===== config.mk =====
export PLATFORM = sky130hd
export DESIGN_NAME = lf_resync
export DESIGN_NICKNAME = d
export VERILOG_FILES = /design/src/rtl/lf_pkg.sv /design/src/rtl/lf_store.sv /design/src/rtl/lf_ctrl.sv /design/src/rtl/lf_mon.sv /design/src/rtl/lf_resync.sv
export SDC_FILE = /design/constraint.sdc
export NUM_CORES = 1
export LEC_CHECK = 0
export BUFFER_PORTS_ARGS = -buffer_cell sky130_fd_sc_hd__buf_2
export CORE_ASPECT_RATIO = 1.4
export CORE_UTILIZATION = 25
export CTS_BUF_LIST = sky130_fd_sc_hd__clkbuf_16
export CTS_CLUSTER_SIZE = 24
export DETAILED_ROUTE_END_ITERATION = 12
export GPL_TIMING_DRIVEN = 1
export HOLD_SLACK_MARGIN = 0.05
export SYNTH_ARGS = -nofsm -noshare
export SYNTH_HDL_FRONTEND = slang
export SYNTH_SLANG_ARGS = --single-unit

===== constraint.sdc =====
create_clock -name clk_i -period 8.42 [get_ports clk_i]
set_clock_uncertainty 0.15 [all_clocks]
set_input_delay 0.842 -clock clk_i [delete_from_list [all_inputs] [get_ports clk_i]]
set_output_delay 0.842 -clock clk_i [all_outputs]
set_load 0.03 [all_outputs]

===== src/rtl/lf_pkg.sv =====
package lf_pkg;
  typedef enum logic [1:0] {
    LF_RUN   = 2'd0,  // read and write
    LF_DRAIN = 2'd1,  // writes stopped, reads continue
    LF_HOLD  = 2'd2,  // both stopped, output frozen
    LF_FILL  = 2'd3   // writes on, reads wait for resync
  } lf_state_e;
endpackage


===== src/rtl/lf_store.sv =====
module lf_store #(
  parameter int DW    = 17,
  parameter int DEPTH = 32
) (
  input  logic                         clk_i,
  input  logic                         rst_ni,
  input  logic                         push_i,
  input  logic                         pop_req_i,
  input  logic [DW-1:0]                din_i,
  output logic [DW-1:0]                dout_o,
  output logic                         pop_o,
  output logic                         empty_o,
  output logic [$clog2(DEPTH+1)-1:0]   cnt_o,
  output logic                         ovf_o
);
  localparam int AW = $clog2(DEPTH);
  localparam int CW = $clog2(DEPTH+1);

  logic [DW-1:0] mem_q [DEPTH];
  logic [AW-1:0] wr_ptr_q, rd_ptr_q;
  logic [CW-1:0] cnt_q;
  logic          ovf_q;
  logic          full, wr_ok, pop;

  function automatic logic [AW-1:0] ptr_nxt(input logic [AW-1:0] p);
    return (p == AW'(DEPTH-1)) ? '0 : p + 1'b1;
  endfunction

  assign full    = (cnt_q == CW'(DEPTH));
  assign empty_o = (cnt_q == '0);
  assign pop     = pop_req_i && !empty_o;
  assign wr_ok   = push_i && (!full || pop);
  assign dout_o  = mem_q[rd_ptr_q];
  assign pop_o   = pop;
  assign cnt_o   = cnt_q;
  assign ovf_o   = ovf_q;

  // slot 0 preloaded: one entry at reset
  always_ff @(posedge clk_i or negedge rst_ni) begin
    if (!rst_ni) begin
      for (int i = 0; i < DEPTH; i++) mem_q[i] <= '0;
      wr_ptr_q <= AW'(1);
      rd_ptr_q <= '0;
      cnt_q    <= CW'(1);
      ovf_q    <= 1'b0;
    end else begin
      if (wr_ok) begin
        mem_q[wr_ptr_q] <= din_i;
        wr_ptr_q        <= ptr_nxt(wr_ptr_q);
      end
      if (pop) rd_ptr_q <= ptr_nxt(rd_ptr_q);
      case ({wr_ok, pop})
        2'b10:   cnt_q <= cnt_q + 1'b1;
        2'b01:   cnt_q <= cnt_q - 1'b1;
        default: cnt_q <= cnt_q;
      endcase
      if (push_i && !wr_ok) ovf_q <= 1'b1;
    end
  end
endmodule


===== src/rtl/lf_ctrl.sv =====
module lf_ctrl
  import lf_pkg::*;
#(
  parameter int IDLE_STOP = 8,
  parameter int READ_HOLD = 24
) (
  input  logic      clk_i,
  input  logic      rst_ni,
  input  logic      idle_i,
  input  logic      resync_i,
  input  logic      pop_i,
  input  logic      pop_idle_i,
  output lf_state_e state_o,
  output logic      wr_en_o,
  output logic      rd_req_o,
  output logic      fill_start_o,
  output logic      sync_o
);
  localparam int RW = $clog2(IDLE_STOP+1);
  localparam int GW = $clog2(READ_HOLD+1);

  lf_state_e     state_q, state_d;
  logic [RW-1:0] run_q;
  logic [GW-1:0] age_q;
  logic          stop_hit, age_done;

  assign stop_hit = idle_i && (run_q == RW'(IDLE_STOP-1));
  assign age_done = (age_q >= GW'(READ_HOLD));

  always_comb begin
    state_d = state_q;
    unique case (state_q)
      LF_RUN:   if (stop_hit) state_d = LF_DRAIN;
      LF_DRAIN: if (!idle_i) state_d = LF_FILL;
                else if (age_done) state_d = LF_HOLD;
      LF_HOLD:  if (!idle_i) state_d = LF_FILL;
      LF_FILL:  if (resync_i) state_d = LF_RUN;
      default:  state_d = LF_RUN;
    endcase
  end

  assign fill_start_o = (state_q == LF_DRAIN || state_q == LF_HOLD) && !idle_i;
  assign sync_o       = (state_q == LF_FILL) && resync_i;
  assign wr_en_o      = (state_q == LF_RUN) || (state_q == LF_FILL) || fill_start_o;
  assign rd_req_o     = (state_q == LF_RUN) || (state_q == LF_DRAIN) || sync_o;
  assign state_o      = state_q;

  always_ff @(posedge clk_i or negedge rst_ni) begin
    if (!rst_ni) begin
      state_q <= LF_RUN;
      run_q   <= '0;
      age_q   <= '0;
    end else begin
      state_q <= state_d;
      // consecutive idles accepted in normal running
      if (state_q == LF_RUN && idle_i && !stop_hit) run_q <= run_q + 1'b1;
      else                                         run_q <= '0;
      // cycles since first idle of the run left the FIFO
      if (pop_i && !pop_idle_i)                  age_q <= '0;
      else if (age_q == '0 && pop_i && pop_idle_i) age_q <= GW'(1);
      else if (age_q != '0 && !age_done)         age_q <= age_q + 1'b1;
    end
  end
endmodule


===== src/rtl/lf_mon.sv =====
module lf_mon #(
  parameter int IW = 8
) (
  input  logic clk_i,
  input  logic rst_ni,
  input  logic fill_start_i,
  input  logic sync_i,
  output logic err_o
);
  logic [IW-1:0] cnt_q, prev_q;
  logic          busy_q, have_q, err_q;

  always_ff @(posedge clk_i or negedge rst_ni) begin
    if (!rst_ni) begin
      cnt_q  <= '0;
      prev_q <= '0;
      busy_q <= 1'b0;
      have_q <= 1'b0;
      err_q  <= 1'b0;
    end else begin
      if (fill_start_i) begin
        cnt_q  <= '0;
        busy_q <= 1'b1;
      end else if (sync_i) begin
        busy_q <= 1'b0;
        prev_q <= cnt_q;
        have_q <= 1'b1;
        if (have_q && cnt_q != prev_q) err_q <= 1'b1;
      end else if (busy_q && cnt_q != '1) begin
        cnt_q <= cnt_q + 1'b1;
      end
    end
  end

  assign err_o = err_q;
endmodule


===== src/rtl/lf_resync.sv =====
module lf_resync
  import lf_pkg::*;
#(
  parameter int DW        = 16,
  parameter int DEPTH     = 32,
  parameter int IDLE_STOP = 8,
  parameter int READ_HOLD = 24,
  parameter int IW        = 8
) (
  input  logic          clk_i,
  input  logic          rst_ni,
  input  logic [DW-1:0] frame_i,
  input  logic          idle_i,
  input  logic          resync_i,
  output logic [DW-1:0] frame_o,
  output logic          idle_o,
  output logic          err_o,
  output logic          ovf_o
);
  localparam int EW = DW + 1;
  localparam int CW = $clog2(DEPTH+1);

  lf_state_e     state_w;
  logic          push_w, rd_req_w, pop_w, empty_w, fill_start_w, sync_w;
  logic [EW-1:0] dout_w;
  logic [CW-1:0] cnt_w;
  logic [EW-1:0] out_q;

  lf_ctrl #(.IDLE_STOP(IDLE_STOP), .READ_HOLD(READ_HOLD)) u_ctrl (
    .clk_i, .rst_ni, .idle_i, .resync_i,
    .pop_i(pop_w), .pop_idle_i(dout_w[DW]),
    .state_o(state_w), .wr_en_o(push_w), .rd_req_o(rd_req_w),
    .fill_start_o(fill_start_w), .sync_o(sync_w)
  );

  lf_store #(.DW(EW), .DEPTH(DEPTH)) u_store (
    .clk_i, .rst_ni, .push_i(push_w), .pop_req_i(rd_req_w),
    .din_i({idle_i, frame_i}), .dout_o(dout_w), .pop_o(pop_w),
    .empty_o(empty_w), .cnt_o(cnt_w), .ovf_o(ovf_o)
  );

  lf_mon #(.IW(IW)) u_mon (
    .clk_i, .rst_ni, .fill_start_i(fill_start_w), .sync_i(sync_w), .err_o
  );

  // holding register: keeps last read frame while reads pause or FIFO is empty
  always_ff @(posedge clk_i or negedge rst_ni) begin
    if (!rst_ni)    out_q <= '0;
    else if (pop_w) out_q <= dout_w;
  end

  assign frame_o = out_q[DW-1:0];
  assign idle_o  = out_q[DW];
endmodule


==> impl_metrics.py <==
metrics = {
    "final_layout": {
        "fillers": 10900,
        "multi_input_area_sq_mm": 0.0117,
        "n_antenna_cell": 0,
        "utilization_pct": 28.6,
        "seq_area_sq_mm": 0.0152,
        "area_growth_pct": 13.1,
        "final_nets": 1842,
        "drive_above_1_share_pct": 46.9,
    },
    "synthesis": {
        "ys_ff_latch": 608,
        "yosysSeqAreaShare_pct": 55.3,
        "synth_ff_type": "dfrtp_1",
        "synthMuxAreaShare_pct": 34.6,
        "netlist_top_cells_area": "dfrtp_1 55%, mux2_2 23%, mux4_2 11%",
        "synthArstFlopShare_pct": 100,
        "synth_top_family_by_area": "multiplexers",
        "synth_compound_area_share_pct": 2.97,
        "yosysTopAreaCellShare_pct": 55.1,
        "synthAdderAreaFrac_pct": 0.936,
        "synth_largest_area_cell": "dfrtp_1",
        "syn_inst": 1814,
        "syn_nets": 1854,
        "yosysMostFrequentCell": "dfrtp_1",
        "yosysUniqueCellTypes": 60,
        "synth_common_cells": "606 x dfrtp_1, 551 x mux2_2, 132 x mux4_2, 85 x clkbuf_1, 64 x o22ai_1",
        "synth.avg_cell_area_sq_um": 15.2,
        "synthXorXnorAreaFrac_pct": 0.636,
        "synth_edf_count": 0,
        "synth.cell_area_sq_mm": 0.0275,
        "yosys_warnings": 0,
        "synth-simple-area-share_pct": 3.09,
    },
    "grt": {
        "overflow": 0,
        "grt_pass1_vias": 17200,
        "grt_pass1_wl_mm": 108,
        "grt_max_degree": 184,
        "grt_use_total_pct": 12.7,
        "grt_antenna_before_repair": 9,
    },
    "critical_path": {
        "crit_required_ps": 8760,
        "slowest_stage": "dfrtp_4",
        "worstPathMaxFanout": 37,
        "rr_startpoint": "u_store.rd_ptr_q[0]$_DFFE_PN0P_",
        "cp-start-kind": "register",
        "reg2reg_to": "out_q[9]$_DFFE_PN0P_",
        "worstSetupEndpointType": "register",
        "worstPathArrival_ps": 4170,
        "ff2ff_path_depth": 6,
        "cp_common_cell": "buf_4",
        "cp_cell_sequence": "buf_4, buf_4, mux4_2, o22ai_1, or4_1, o21ai_0",
        "max_stage_delay_ps": 810,
        "path_class": "reg2reg",
        "rrSetupSlack_ps": 4600,
    },
    "routing": {
        "post-route-drc-count": 0,
        "drtIter0Drc": 844,
        "wl_per_cell_um": 21.3,
        "routed_wirelength_mm": 70.5,
        "num_vias": 15800,
        "routed_via_density": 4.78,
        "drt_first_pass_iters": 5,
        "final_antenna_net_count": 0,
    },
    "clock_network": {
        "ctsResizeCount": 0,
        "clock-sinks": 608,
        "clock_path_buffers": 3,
        "hold_buffers": 0,
        "htreeDepth": 2,
        "postCtsSetupBuffers": 0,
        "clk_pin_slew_ps": 60,
        "cts_tree": "yes",
        "clock_latency_ps": 640,
        "cts_root_buffer": "clkbuf_16",
        "numCtsBuffers": 61,
    },
    "place": {
        "gp_congestion": 0.800,
        "portBuffers": 38,
        "dp_hpwl_mm": 42.4,
    },
    "floorplanning": {
        "initial_core_util_pct": 25.3,
        "rows": 143,
        "die_area_sq_mm": 0.111,
        "die_h_um": 395,
        "core_sq_mm": 0.109,
        "io_pins": 39,
        "fp.dieW_um": 282,
    },
    "sta": {
        "setup_tns_ps": 0,
        "rsz0062_at_grt": "false",
        "max-slew-margin-rel_pct": 14.3,
        "period_needed_ps": 3820,
        "hold_viol_final": 0,
        "timing.final.crit_share_pct": 45.4,
        "worstMarginPinSlew_ps": 1280,
        "slew_viol_final": 0,
        "setup_viol": 0,
        "fmax_ghz": 0.261,
    },
    "flow_run": {
        "drv_cap": 0,
    },
    "outcome": {
        "status": "completed",
    },
    "power_and_ir_drop": {
        "power.leakage_nw": 13.5,
        "peakVddDrop_mv": 0.250,
        "p_per_area_mw_per_mm2": 391,
    },
    "min_path": {
        "hold_class": "in2async",
    },
}
sequential cells by signal, summed over array words and instances (netlist names), 2 cells and up:
signal and count:
u_ctrl.run_q 4, u_store.mem_q 544, u_store.cnt_o 6, u_mon.prev_q 8, u_mon.cnt_q 8, u_store.rd_ptr_q 5, u_ctrl.age_q 5, out_q 17
u_ctrl.state_o 2, u_store.wr_ptr_q 5
layer usage:
metal,wire length (um),track usage (%),vias to the layer above
met5,105,0,-
met4,1740,3.56,18
met3,3350,2.62,121
met2,36900,22.8,321
met1,28300,15.1,8615
li1,-,-,6719
where the power goes:
part	switching [mW]	internal [mW]	total (mW)
registers	0.872	4.23	5.10
clock network	1.15	1.44	2.59
logic	2.00	2.47	4.47
total	4.03	8.14	12.2
cell usage in the layout, fill, tap and decap left out, drive strengths merged, types with 2 or more instances in the layout:
cell    Yosys  final
mux2i      19     19
dfrtp     606    606
nand2      47     47
clkinv      0     19
ha         19     19
bufinv      0      4
o31ai       4      4
nand3      18     18
o22ai      64     64
buf        60     70
or3         3      3
inv        15     43
nor3b       2      2
and2        3      3
and3        6      6
or2         2      2
nor2       39     39
nand4       2      2
o211ai      2      2
nor3        7      7
mux4      132    132
nand3b      5      5
a31oi       3      3
mux2      561    561
nor2b       7      7
xnor2       9      9
clkbuf     85     61
nor4        4      4
nand2b      2      2
or4        17     17
o21ai      26     26
a21oi       9      9
a21o        5      5
xor2       11     11
dfstp       2      2
how the worst max path moves through the flow:
stage | end | cells past startpoint | from | slack [ps]
floorplan | u_store.cnt_o[5]$_DFFE_PN0P_ | 9 | resync_i | 5290
global placement | out_q[9]$_DFFE_PN0P_ | 6 | u_store.rd_ptr_q[0]$_DFFE_PN0P_ | 4410
detailed placement | out_q[9]$_DFFE_PN0P_ | 6 | u_store.rd_ptr_q[0]$_DFFE_PN0P_ | 4370
CTS | out_q[9]$_DFFE_PN0P_ | 6 | u_store.rd_ptr_q[0]$_DFFE_PN0P_ | 4370
global route | out_q[9]$_DFFE_PN0P_ | 6 | u_store.rd_ptr_q[0]$_DFFE_PN0P_ | 4220
finish | out_q[9]$_DFFE_PN0P_ | 6 | u_store.rd_ptr_q[0]$_DFFE_PN0P_ | 4600
cells by family after synthesis:
kind of cell	Yosys count
multiplexers	712
flip-flops	608
AND/OR/NAND/NOR	167
buffers and inverters	160
AO/OA/AOI/OAI	127
XOR/XNOR	20
adder cells (fa/ha/maj)	20
final cells by class:
type,count,share of cell area [%]
flip-flops and latches,608,48.9
multi-input cells,1046,37.5
well taps,1450,5.83
inverters,15,0.181
repair buffers,70,1.50
clock buffers,61,4.90
clock inverters,52,1.21
stage by stage:
stage / setup WS (ps) / power [mW] / area, sq um / cells / hold WS, ps
after floorplan: 5290 / 8.29 / 27500 / 1814 / 283
after global placement: 4410 / 9.37 / 29200 / 3189 / 294
after detailed placement: 4370 / 9.66 / 29200 / 3189 / 313
after CTS: 4370 / 12.3 / 31100 / 3302 / 114
after global routing: 4220 / 12.8 / 31100 / 3302 / 143
final: 4600 / 12.2 / 31100 / 3302 / 77.1
critical path, delay by kind of cell (launching register included):
family / cells / cell delay [ps]
AND/OR/NAND/NOR: 1 / 180
buffers and inverters: 2 / 1390
AO/OA/AOI/OAI: 2 / 500
multiplexers: 1 / 610
flip-flops: 1 / 810
No activity file was read; power rests on OpenSTA's default activity.
